**src/rtl/aes_bs_pkg.sv**
```systemverilog
package aes_bs_pkg;

   typedef logic [7:0]  lane_t;
   typedef logic [31:0] col_t;

   localparam lane_t GF_REDUCE = 8'h1B;
   localparam lane_t AFF_CONST = 8'h63;
   localparam lane_t AFF_INV_CONST = 8'h05;
   localparam lane_t INV_EXPONENT = 8'd254;

   function automatic lane_t rol8(input lane_t v, input int unsigned n);
      return lane_t'((v << n) | (v >> (8 - n)));
   endfunction

   function automatic lane_t gf_dbl(input lane_t v);
      return v[7] ? lane_t'((v << 1) ^ GF_REDUCE) : lane_t'(v << 1);
   endfunction

   function automatic lane_t gf_mul(input lane_t a, input lane_t b);
      lane_t acc;
      lane_t term;
      acc  = '0;
      term = a;
      for (int i = 0; i < 8; i++) begin
         if (b[i]) acc = acc ^ term;
         term = gf_dbl(term);
      end
      return acc;
   endfunction

   // Multiplicative inverse as a^254 (maps 0 to 0).
   function automatic lane_t gf_inv(input lane_t a);
      lane_t r;
      r = 8'h01;
      for (int i = 7; i >= 0; i--) begin
         r = gf_mul(r, r);
         if (INV_EXPONENT[i]) r = gf_mul(r, a);
      end
      return r;
   endfunction

   function automatic lane_t aff_fwd(input lane_t v);
      return v ^ rol8(v, 1) ^ rol8(v, 2) ^ rol8(v, 3) ^ rol8(v, 4) ^ AFF_CONST;
   endfunction

   function automatic lane_t aff_rev(input lane_t v);
      return rol8(v, 1) ^ rol8(v, 3) ^ rol8(v, 6) ^ AFF_INV_CONST;
   endfunction

   // Column coefficient for output lane j (lane 0 = bits 7:0).
   function automatic lane_t mix_coef(input int unsigned j, input logic dec);
      lane_t c;
      case (j)
         0:       c = dec ? 8'h0E : 8'h02;
         1:       c = dec ? 8'h09 : 8'h01;
         2:       c = dec ? 8'h0D : 8'h01;
         default: c = dec ? 8'h0B : 8'h03;
      endcase
      return c;
   endfunction

endpackage

```
**src/rtl/aes_bs_sbox.sv**
```systemverilog
module aes_bs_sbox
   import aes_bs_pkg::*;
#(
   parameter int SHARE_INV = 1
) (
   input  logic  dec,
   input  lane_t din,
   output lane_t dout
);

   generate
      if (SHARE_INV != 0 && SHARE_INV != 1) begin : g_bad_share
         $error("aes_bs_sbox: SHARE_INV must be 0 or 1");
      end

      if (SHARE_INV == 1) begin : g_shared
         // One inverter; the affine maps are steered around it.
         lane_t pre;
         lane_t inv;
         always_comb begin
            pre  = dec ? aff_rev(din) : din;
            inv  = gf_inv(pre);
            dout = dec ? inv : aff_fwd(inv);
         end
      end else begin : g_split
         // Separate inverters per direction: shorter path, more area.
         lane_t fwd;
         lane_t rev;
         always_comb begin
            fwd  = aff_fwd(gf_inv(din));
            rev  = gf_inv(aff_rev(din));
            dout = dec ? rev : fwd;
         end
      end
   endgenerate

endmodule

```
**src/rtl/aes_bs_mix.sv**
```systemverilog
module aes_bs_mix
   import aes_bs_pkg::*;
#(
   parameter int LANES = 4
) (
   input  logic  dec,
   input  logic  mix,
   input  lane_t s,
   output col_t  word
);

   localparam int LANE_W = 8;

   generate
      if (LANES * LANE_W != $bits(col_t)) begin : g_bad_lanes
         $error("aes_bs_mix: LANES must fill one column word");
      end
   endgenerate

   genvar j;
   generate
      for (j = 0; j < LANES; j++) begin : g_lane
         lane_t prod;
         always_comb begin
            prod = gf_mul(s, mix_coef(j, dec));
            if (mix)
               word[j*LANE_W +: LANE_W] = prod;
            else if (j == 0)
               word[j*LANE_W +: LANE_W] = s;
            else
               word[j*LANE_W +: LANE_W] = '0;
         end
      end
   endgenerate

endmodule

```
**src/rtl/aes_byte_step.sv**
```systemverilog
module aes_byte_step
   import aes_bs_pkg::*;
#(
   parameter int XLEN      = 64,
   parameter int SHARE_INV = 1
) (
   input  logic            clk,
   input  logic            rst_n,
   input  logic            in_valid,
   input  logic            in_dec,
   input  logic            in_mix,
   input  logic [1:0]      in_bsel,
   input  logic [XLEN-1:0] in_rs1,
   input  logic [XLEN-1:0] in_rs2,
   output logic            out_valid,
   output logic [XLEN-1:0] out_result
);

   localparam int COL_W  = $bits(col_t);
   localparam int LANE_W = $bits(lane_t);
   localparam int LANES  = COL_W / LANE_W;
   localparam int EXT_W  = XLEN - COL_W;

   generate
      if (XLEN < COL_W) begin : g_bad_xlen
         $error("aes_byte_step: XLEN must be at least 32");
      end
   endgenerate

   lane_t sel_byte;
   lane_t sub_byte;
   col_t  mix_word;
   col_t  rot_word;
   col_t  acc_word;
   logic [XLEN-1:0] ext_word;

   // lane pick from the low word of the source operand
   assign sel_byte = in_rs2[LANE_W*in_bsel +: LANE_W];

   aes_bs_sbox #(.SHARE_INV(SHARE_INV)) sbox_i (
      .dec  (in_dec),
      .din  (sel_byte),
      .dout (sub_byte)
   );

   aes_bs_mix #(.LANES(LANES)) mix_i (
      .dec  (in_dec),
      .mix  (in_mix),
      .s    (sub_byte),
      .word (mix_word)
   );

   // rotate left by whole lanes
   always_comb begin
      logic [1:0] src;
      for (int j = 0; j < LANES; j++) begin
         src = 2'(j) - in_bsel;
         rot_word[j*LANE_W +: LANE_W] = mix_word[LANE_W*src +: LANE_W];
      end
   end

   assign acc_word = rot_word ^ in_rs1[COL_W-1:0];

   generate
      if (EXT_W > 0) begin : g_ext
         logic unused_hi;
         assign unused_hi = ^{in_rs1[XLEN-1:COL_W], in_rs2[XLEN-1:COL_W]};
         assign ext_word  = {{EXT_W{acc_word[COL_W-1]}}, acc_word};
      end else begin : g_noext
         assign ext_word = acc_word;
      end
   endgenerate

   always_ff @(posedge clk or negedge rst_n) begin
      if (!rst_n) begin
         out_valid  <= 1'b0;
         out_result <= '0;
      end else begin
         out_valid <= in_valid;
         if (in_valid) out_result <= ext_word;
      end
   end

   // ---------------- assertions ----------------
   assert_valid_follows_R9: assert property (@(posedge clk) disable iff (!rst_n)
      in_valid |=> out_valid);

   assert_valid_drops_R9: assert property (@(posedge clk) disable iff (!rst_n)
      !in_valid |=> !out_valid);

   assert_result_holds_R9: assert property (@(posedge clk) disable iff (!rst_n)
      !in_valid |=> $stable(out_result));

   // plain mode keeps only the substituted byte in lane 0
   assert_plain_word_R4: assert property (@(posedge clk) disable iff (!rst_n)
      !in_mix |-> (mix_word[COL_W-1:LANE_W] == '0 && mix_word[LANE_W-1:0] == sub_byte));

   // forward column has two copies of s and 3s ^ 2s == s
   assert_fwd_column_R5: assert property (@(posedge clk) disable iff (!rst_n)
      (in_mix && !in_dec) |-> (mix_word[23:16] == sub_byte && mix_word[15:8] == sub_byte
                               && (mix_word[31:24] ^ mix_word[7:0]) == sub_byte));

   // coefficients 0B^0D^09^0E reduce to 1, so the lanes XOR to s
   assert_inv_column_R6: assert property (@(posedge clk) disable iff (!rst_n)
      (in_mix && in_dec) |-> ((mix_word[31:24] ^ mix_word[23:16] ^ mix_word[15:8]
                               ^ mix_word[7:0]) == sub_byte));

   generate
      if (EXT_W > 0) begin : g_ext_chk
         assert_sign_ext_R8: assert property (@(posedge clk) disable iff (!rst_n)
            out_result[XLEN-1:COL_W] == {EXT_W{out_result[COL_W-1]}});
      end
   endgenerate

endmodule

```
**config.mk**
```make
export PLATFORM = sky130hd
export DESIGN_NAME = aes_byte_step
export DESIGN_NICKNAME = d
export VERILOG_FILES = /design/src/rtl/aes_bs_pkg.sv /design/src/rtl/aes_bs_sbox.sv /design/src/rtl/aes_bs_mix.sv /design/src/rtl/aes_byte_step.sv
export SDC_FILE = /design/constraint.sdc
export NUM_CORES = 1
export LEC_CHECK = 0
export BUFFER_PORTS_ARGS = -buffer_cell sky130_fd_sc_hd__buf_4
export CORE_MARGIN = 2
export CORE_UTILIZATION = 40
export CTS_BUF_LIST = sky130_fd_sc_hd__clkbuf_8
export DETAILED_ROUTE_END_ITERATION = 7
export SLEW_MARGIN = 15
export SYNTH_ARGS = -nofsm -noshare
export SYNTH_HDL_FRONTEND = slang
export SYNTH_SLANG_ARGS = --single-unit
```
**constraint.sdc**
```tcl
create_clock -name clk -period 3.26 [get_ports clk]
set_input_delay 0.489 -clock clk [delete_from_list [all_inputs] [get_ports clk]]
set_output_delay 0.489 -clock clk [all_outputs]
set_load 0.05 [all_outputs]
```
==> flow_metrics.py, run 1 <==
metrics = {
    "synthesis": {
        "syn_inst": 2351,
        "synth_edf_count": 0,
        "synthMuxAreaShare_pct": 9.457,
        "yosys_register_bits": 33,
        "syn_nets": 2493,
        "syn_avg_cell_area_sq_um": 8.307,
        "synth_xor_area_share_pct": 48.69,
        "synthFlopType": "dfrtp_1",
        "synth_common_cells": "394 x xnor2_1, 310 x nor2_1, 216 x nand2_1",
        "yosys.area_share.simple_pct": 16.74,
        "synthAdderAreaFrac_pct": 0.4485,
        "synthDistinctLibCells": 101,
        "async_flop_share_pct": 100.0,
        "syn_area_sq_um": 19530,
        "ys_seq_area_share_pct": 4.229,
        "netlist.area_leader.share_pct": 17.67,
        "yosysMostFrequentCell": "xnor2_1",
        "synth_compound_area_share_pct": 14.74,
        "synth_top_cell_by_area": "xnor2_1",
        "synth_warnings": 0,
        "ys_top_cells_by_area": "xnor2_1 18%, xnor3_1 16%, xor2_1 6.9%",
        "synth_top_family_by_area": "XOR/XNOR gates",
    },
    "setup_path": {
        "required_ns": 3.45,
        "r2r_cells": 1,
        "cp_max_fo": 7,
        "crit_slowest_cell": "mux4_2",
        "worstSetupEndpointType": "flop",
        "worstSetupStartpointType": "primary input",
        "worst_path_most_repeated_cell": "xnor2_2",
        "critPathMaxStageDelay_ns": 0.55,
        "crit_arrival_ns": 21.02,
        "path_class": "primary input to flop",
    },
    "routing": {
        "detail_route.wl_per_cell_microns": 19.58,
        "first_pass_iters": 7,
        "drtIter0Drc": 1412,
        "dr_wl_met2_microns": 35970,
        "wl_met1_microns": 30730,
        "highest_layer": "met4",
        "dr_total_vias": 20660,
        "wl_met3_microns": 4571,
        "drtAntennaViolNets": 0,
        "drcViolationCount": 0,
        "routed_wl_microns": 73390,
        "via_per_inst": 5.513,
    },
    "layout": {
        "nNetsFinal": 3274,
        "regArea_sq_um": 825.8,
        "multi_input_area_sq_um": 20360,
        "syn2layout_area_growth_pct": 54.15,
        "drive_gt1_share_pct": 48.32,
        "layout.cells.non_filler": 3748,
        "antenna_cells": 0,
        "design_area_sq_um": 30100,
        "fill_cells": 3875,
    },
    "global_route": {
        "grt_pass1_wl_microns": 111500,
        "track_usage_pct": 27.44,
        "grt_pass1_vias": 20570,
        "antenna_found_initial": 0,
        "gr-total-overflow": 0,
        "grt_max_degree": 40,
    },
    "sta": {
        "setup_viol": 32,
        "timing_hold_violations_final": 0,
        "tightestPinTransition_ns": 0.9866,
        "finalMaxSlewViolations": 0,
        "fin_crit_sh_pct": 638.9,
        "fin_worst_skew_ns": 0,
        "rsz0062_at_grt": "true",
        "whs_ns": 0.1343,
        "layout_min_cycle_time_ns": 20.83,
        "fmax_ghz": 0.04801,
        "finalWorstSetupSlack_ns": -17.57,
        "relSlewSlack_pct": 34.23,
    },
    "cts": {
        "cts_tree": "yes",
        "cts.clk_slew.worst_paths_ns": 0.07,
        "cts.path.max_buffers": 2,
        "cts_buffers": 5,
        "cts-htree-levels": 2,
        "cts_sinks": 33,
        "clk_latency_ns": 0.30,
        "clock-root-buffer": "clkbuf_8",
    },
    "status": {
        "violations": "negative setup slack",
        "status": "complete, but fails checks",
    },
    "die": {
        "fp-row-count": 80,
        "fp.dieArea_sq_um": 50600,
        "fp.dieH_microns": 225.0,
        "start_util_pct": 40.73,
        "core_sq_um": 47950,
        "die_w_microns": 225.0,
        "pin_count": 200,
    },
    "placed_design": {
        "gp_congestion": 0.9601,
        "dp_hpwl_microns": 53810,
        "place_inst": 3572,
        "io_buffers": 135,
        "placed_area_sq_um": 26180,
        "pre_cts_slack_ns": -18.63,
    },
    "job": {
        "maxCapViolCount": 0,
    },
    "hold_path": {
        "hold_class": "primary input to asynchronous set/reset pin",
    },
}
==> layer usage <==
metal	track usage (%)	vias to the layer above
met2	47.28	760
met1	36.62	10110
met3	2.777	143
li1	-	9652
met5	0	-
met4	7.370	0
==> registers in the layout, summed over array words and instances (netlist names) <==
register / flops
out_valid: 1
out_result: 32
==> critical path: cells and delay by family <==
family / cells / cell delay (ns)
fa+ha+maj: 3 / 0.78
compound gates: 15 / 3.19
mux: 5 / 1.36
buf+inv: 16 / 2.42
simple gates: 11 / 2.45
xor+xnor: 38 / 10.26
==> timing repair <==
item | CTS | global route
gates cloned | 4 | 2
pin swaps | 120 | 127
resized for setup | 256 | 207
buffers inserted | 87 | 86
hold buffers | 0 | 0
setup endpoints to repair | 32 | 32
==> cell type report <==
class	count	share of cell area, %
multi-input combinational	2080	67.63
timing repair buffer	978	26.22
sequential	33	2.743
tap	615	2.556
inverter	34	0.4572
clock buffer	6	0.2743
clock inverter	2	0.1247
==> layout by cell type (no fill, tap or decap), types with 13 or more instances in the layout <==
master / instances
mux2_2: 36
xnor2_4: 33
xnor3_2: 49
nor2_2: 16
mux2_4: 14
dfrtp_1: 33
a21oi_2: 17
o22ai_1: 14
xor2_1: 115
inv_1: 22
a22oi_1: 16
o21ai_0: 53
buf_6: 72
xor3_1: 18
mux4_2: 14
buf_4: 883
buf_12: 17
xnor2_1: 292
xor2_4: 17
mux2i_1: 71
and2_1: 13
a21oi_1: 83
xnor3_1: 94
nand2_1: 207
nand3_1: 46
xor2_2: 35
nand2b_1: 16
nor3_1: 34
xnor2_2: 100
nor2_1: 283
o21ai_1: 24
==> cell families (layout without fill, tap and decap cells) <==
family / after synthesis / in the layout
XOR/XNOR: 763 / 765
AND/OR/NAND/NOR: 739 / 739
buffers and inverters: 240 / 1020
multiplexers: 156 / 156
flip-flops: 33 / 33
AO/OA/AOI/OAI: 413 / 413
adder cells (fa/ha/maj): 7 / 7
==> worst paths after layout <==
check                           slack [ns]                          to                  startpoint
worst max-delay path                -17.57   out_result[5]$_DFFE_PN0P_                  in_bsel[0]
worst min-delay path                  0.13  out_result[25]$_DFFE_PN0P_                       rst_n
worst max register to register        1.91  out_result[31]$_DFFE_PN0P_  out_result[31]$_DFFE_PN0P_
worst min register to register        0.51   out_result[9]$_DFFE_PN0P_   out_result[9]$_DFFE_PN0P_
max in group asynchronous             2.81  out_result[31]$_DFFE_PN0P_                       rst_n
min in group clk                      0.51   out_result[9]$_DFFE_PN0P_   out_result[9]$_DFFE_PN0P_
==> through the flow <==
stage	setup TNS [ns]	util (%)
after CTS	-549.59	59.08
after global placement	-574.55	54.60
after detailed placement	-588.89	54.60
after floorplan	-583.94	-
after global routing	-579.14	62.79
final	-554.83	62.79
Power of run 1 is left out: the tool's default activity adds up to more than one toggle a clock period on the data nets, which glitch-free logic cannot reach.
==> run 2, diff against run 1 <==
CORE_ASPECT_RATIO = 1.5   (was unset)
==> run 2 against run 1 <==
Against the previous run: the flow still finishes with violations (negative setup slack); largest cell class unchanged; flip-flop and latch count unchanged; critical endpoint unchanged; worst setup slack got worse by 0.27 ns; global-route usage increased by 1.5 points.
==> flow_metrics.py, run 2 (synthesis gave the netlist of run 1 again) <==
metrics = {
    "status": {
        "status": "complete, but fails checks",
        "violations": "negative setup slack",
    },
    "sta": {
        "timing_hold_violations_final": 0,
        "relSlewSlack_pct": 41.98,
        "fin_crit_sh_pct": 647.2,
        "rsz0062_at_grt": "true",
        "finalWorstSetupSlack_ns": -17.84,
        "layout_min_cycle_time_ns": 21.10,
        "finalMaxSlewViolations": 0,
        "fin_worst_skew_ns": 0,
        "fmax_ghz": 0.04739,
        "tightestPinTransition_ns": 0.8703,
        "setup_viol": 32,
    },
    "setup_path": {
        "required_ns": 3.45,
        "r2r_setup_slack_ns": 2.01,
        "crit_cells": 91,
        "timing.rr.end": "out_result[31]$_DFFE_PN0P_",
        "worst_path_most_repeated_cell": "xnor2_2",
        "critical_path.startpoint": "in_bsel[0]",
        "critPathTopFamily": "XOR/XNOR gates",
        "critPathCapture": "out_result[5]$_DFFE_PN0P_",
        "worstSetupEndpointType": "flop",
        "rr_startpoint": "out_result[31]$_DFFE_PN0P_",
        "r2r_cells": 1,
        "critPathMaxStageDelay_ns": 0.58,
        "worstSetupStartpointType": "primary input",
        "path_class": "primary input to flop",
        "path_buf_inv": 16,
        "cp_max_fo": 8,
        "crit_arrival_ns": 21.29,
        "crit_slowest_cell": "a222oi_1",
    },
    "die": {
        "fp-row-count": 99,
        "fp.dieArea_sq_um": 50640,
        "start_util_pct": 40.32,
        "fp.dieH_microns": 274.6,
        "die_w_microns": 184.4,
        "core_sq_um": 48430,
        "pin_count": 200,
    },
    "routing": {
        "via_per_inst": 5.499,
        "drtAntennaViolNets": 0,
        "detail_route.wl_per_cell_microns": 20.12,
        "routed_wl_microns": 77280,
        "drtIter0Drc": 1361,
        "dr_total_vias": 21120,
        "drcViolationCount": 0,
        "first_pass_iters": 5,
    },
    "placed_design": {
        "dp_hpwl_microns": 58110,
        "gp_congestion": 0.9617,
        "pre_cts_slack_ns": -18.89,
        "io_buffers": 135,
    },
    "hold_path": {
        "hold_class": "primary input to asynchronous set/reset pin",
    },
    "cts": {
        "cts.path.max_buffers": 2,
        "cts_tree": "yes",
        "clock-root-buffer": "clkbuf_8",
        "cts_buffers": 5,
        "cts.clk_slew.worst_paths_ns": 0.07,
        "cts-htree-levels": 2,
        "clk_latency_ns": 0.30,
        "holdBufCountCts": 0,
        "cts_sinks": 33,
    },
    "global_route": {
        "grt_pass1_vias": 21710,
        "antenna_found_initial": 5,
        "gr-total-overflow": 0,
        "grt_pass1_wl_microns": 115600,
        "track_usage_pct": 28.92,
        "grt_max_degree": 40,
    },
    "layout": {
        "syn2layout_area_growth_pct": 54.98,
        "nNetsFinal": 3321,
        "drive_gt1_share_pct": 48.55,
        "final_cell_mix": "931 x buf_4, 306 x xnor2_1, 281 x nor2_1",
        "largest_register_ffs": 32,
        "reg_top3": "out_result x32, out_valid x1",
        "final_common_cell": "buf_4",
        "largest-register": "out_result",
    },
    "job": {
        "maxCapViolCount": 0,
    },
}
## run 2: worst min path at each step
stage	start	slack [ns]	endpoint
2_1_floorplan	rst_n	0.19	out_result[0]$_DFFE_PN0P_
3_3_place_gp	rst_n	0.45	out_result[6]$_DFFE_PN0P_
3_5_place_dp	rst_n	0.46	out_result[6]$_DFFE_PN0P_
4_1_cts	rst_n	0.13	out_result[6]$_DFFE_PN0P_
5_1_grt	rst_n	0.15	out_result[6]$_DFFE_PN0P_
6_report	rst_n	0.12	out_result[14]$_DFFE_PN0P_
## run 2: layer usage
metal	track usage (%)	up-vias	wire (microns)
met2	55.40	803	40680
met5	0	-	0
met3	1.946	338	3331
met4	21.58	0	6552
li1	-	9754	-
met1	29.02	10230	26720
## run 2: final cells by class
cell class	count	area (sq um)
clock buffers	6	82.58
flip-flops and latches	33	825.8
inverters	34	138.9
fillers	3903	18170
clock inverters	2	33.78
diodes	5	12.51
multi-input cells	2078	20080
well taps	656	820.8
repair buffers	1027	8275
## run 2: stage by stage
stage | instance area, sq um | cells | utilization (%) | TNS, ns | hold WS (ns)
6_report | 30270 | 3841 | 62.49 | -564.03 | 0.1236
5_1_grt | 30270 | 3841 | 62.49 | -584.22 | 0.1536
4_1_cts | 28740 | 3766 | 59.34 | -552.67 | 0.1282
3_5_place_dp | 26560 | 3656 | 54.83 | -598.27 | 0.4591
3_3_place_gp | 26560 | 3656 | 54.83 | -589.55 | 0.4548
2_1_floorplan | 20330 | 2351 | - | -583.94 | 0.1934
## run 2: timing repair
item                       4_1_cts  5_1_grt
pin swaps                      106      108
resized for setup              247      185
setup endpoints to repair       32       32
buffers inserted               102       75
cloned                           0        3
Power of run 2 is left out for the same reason.
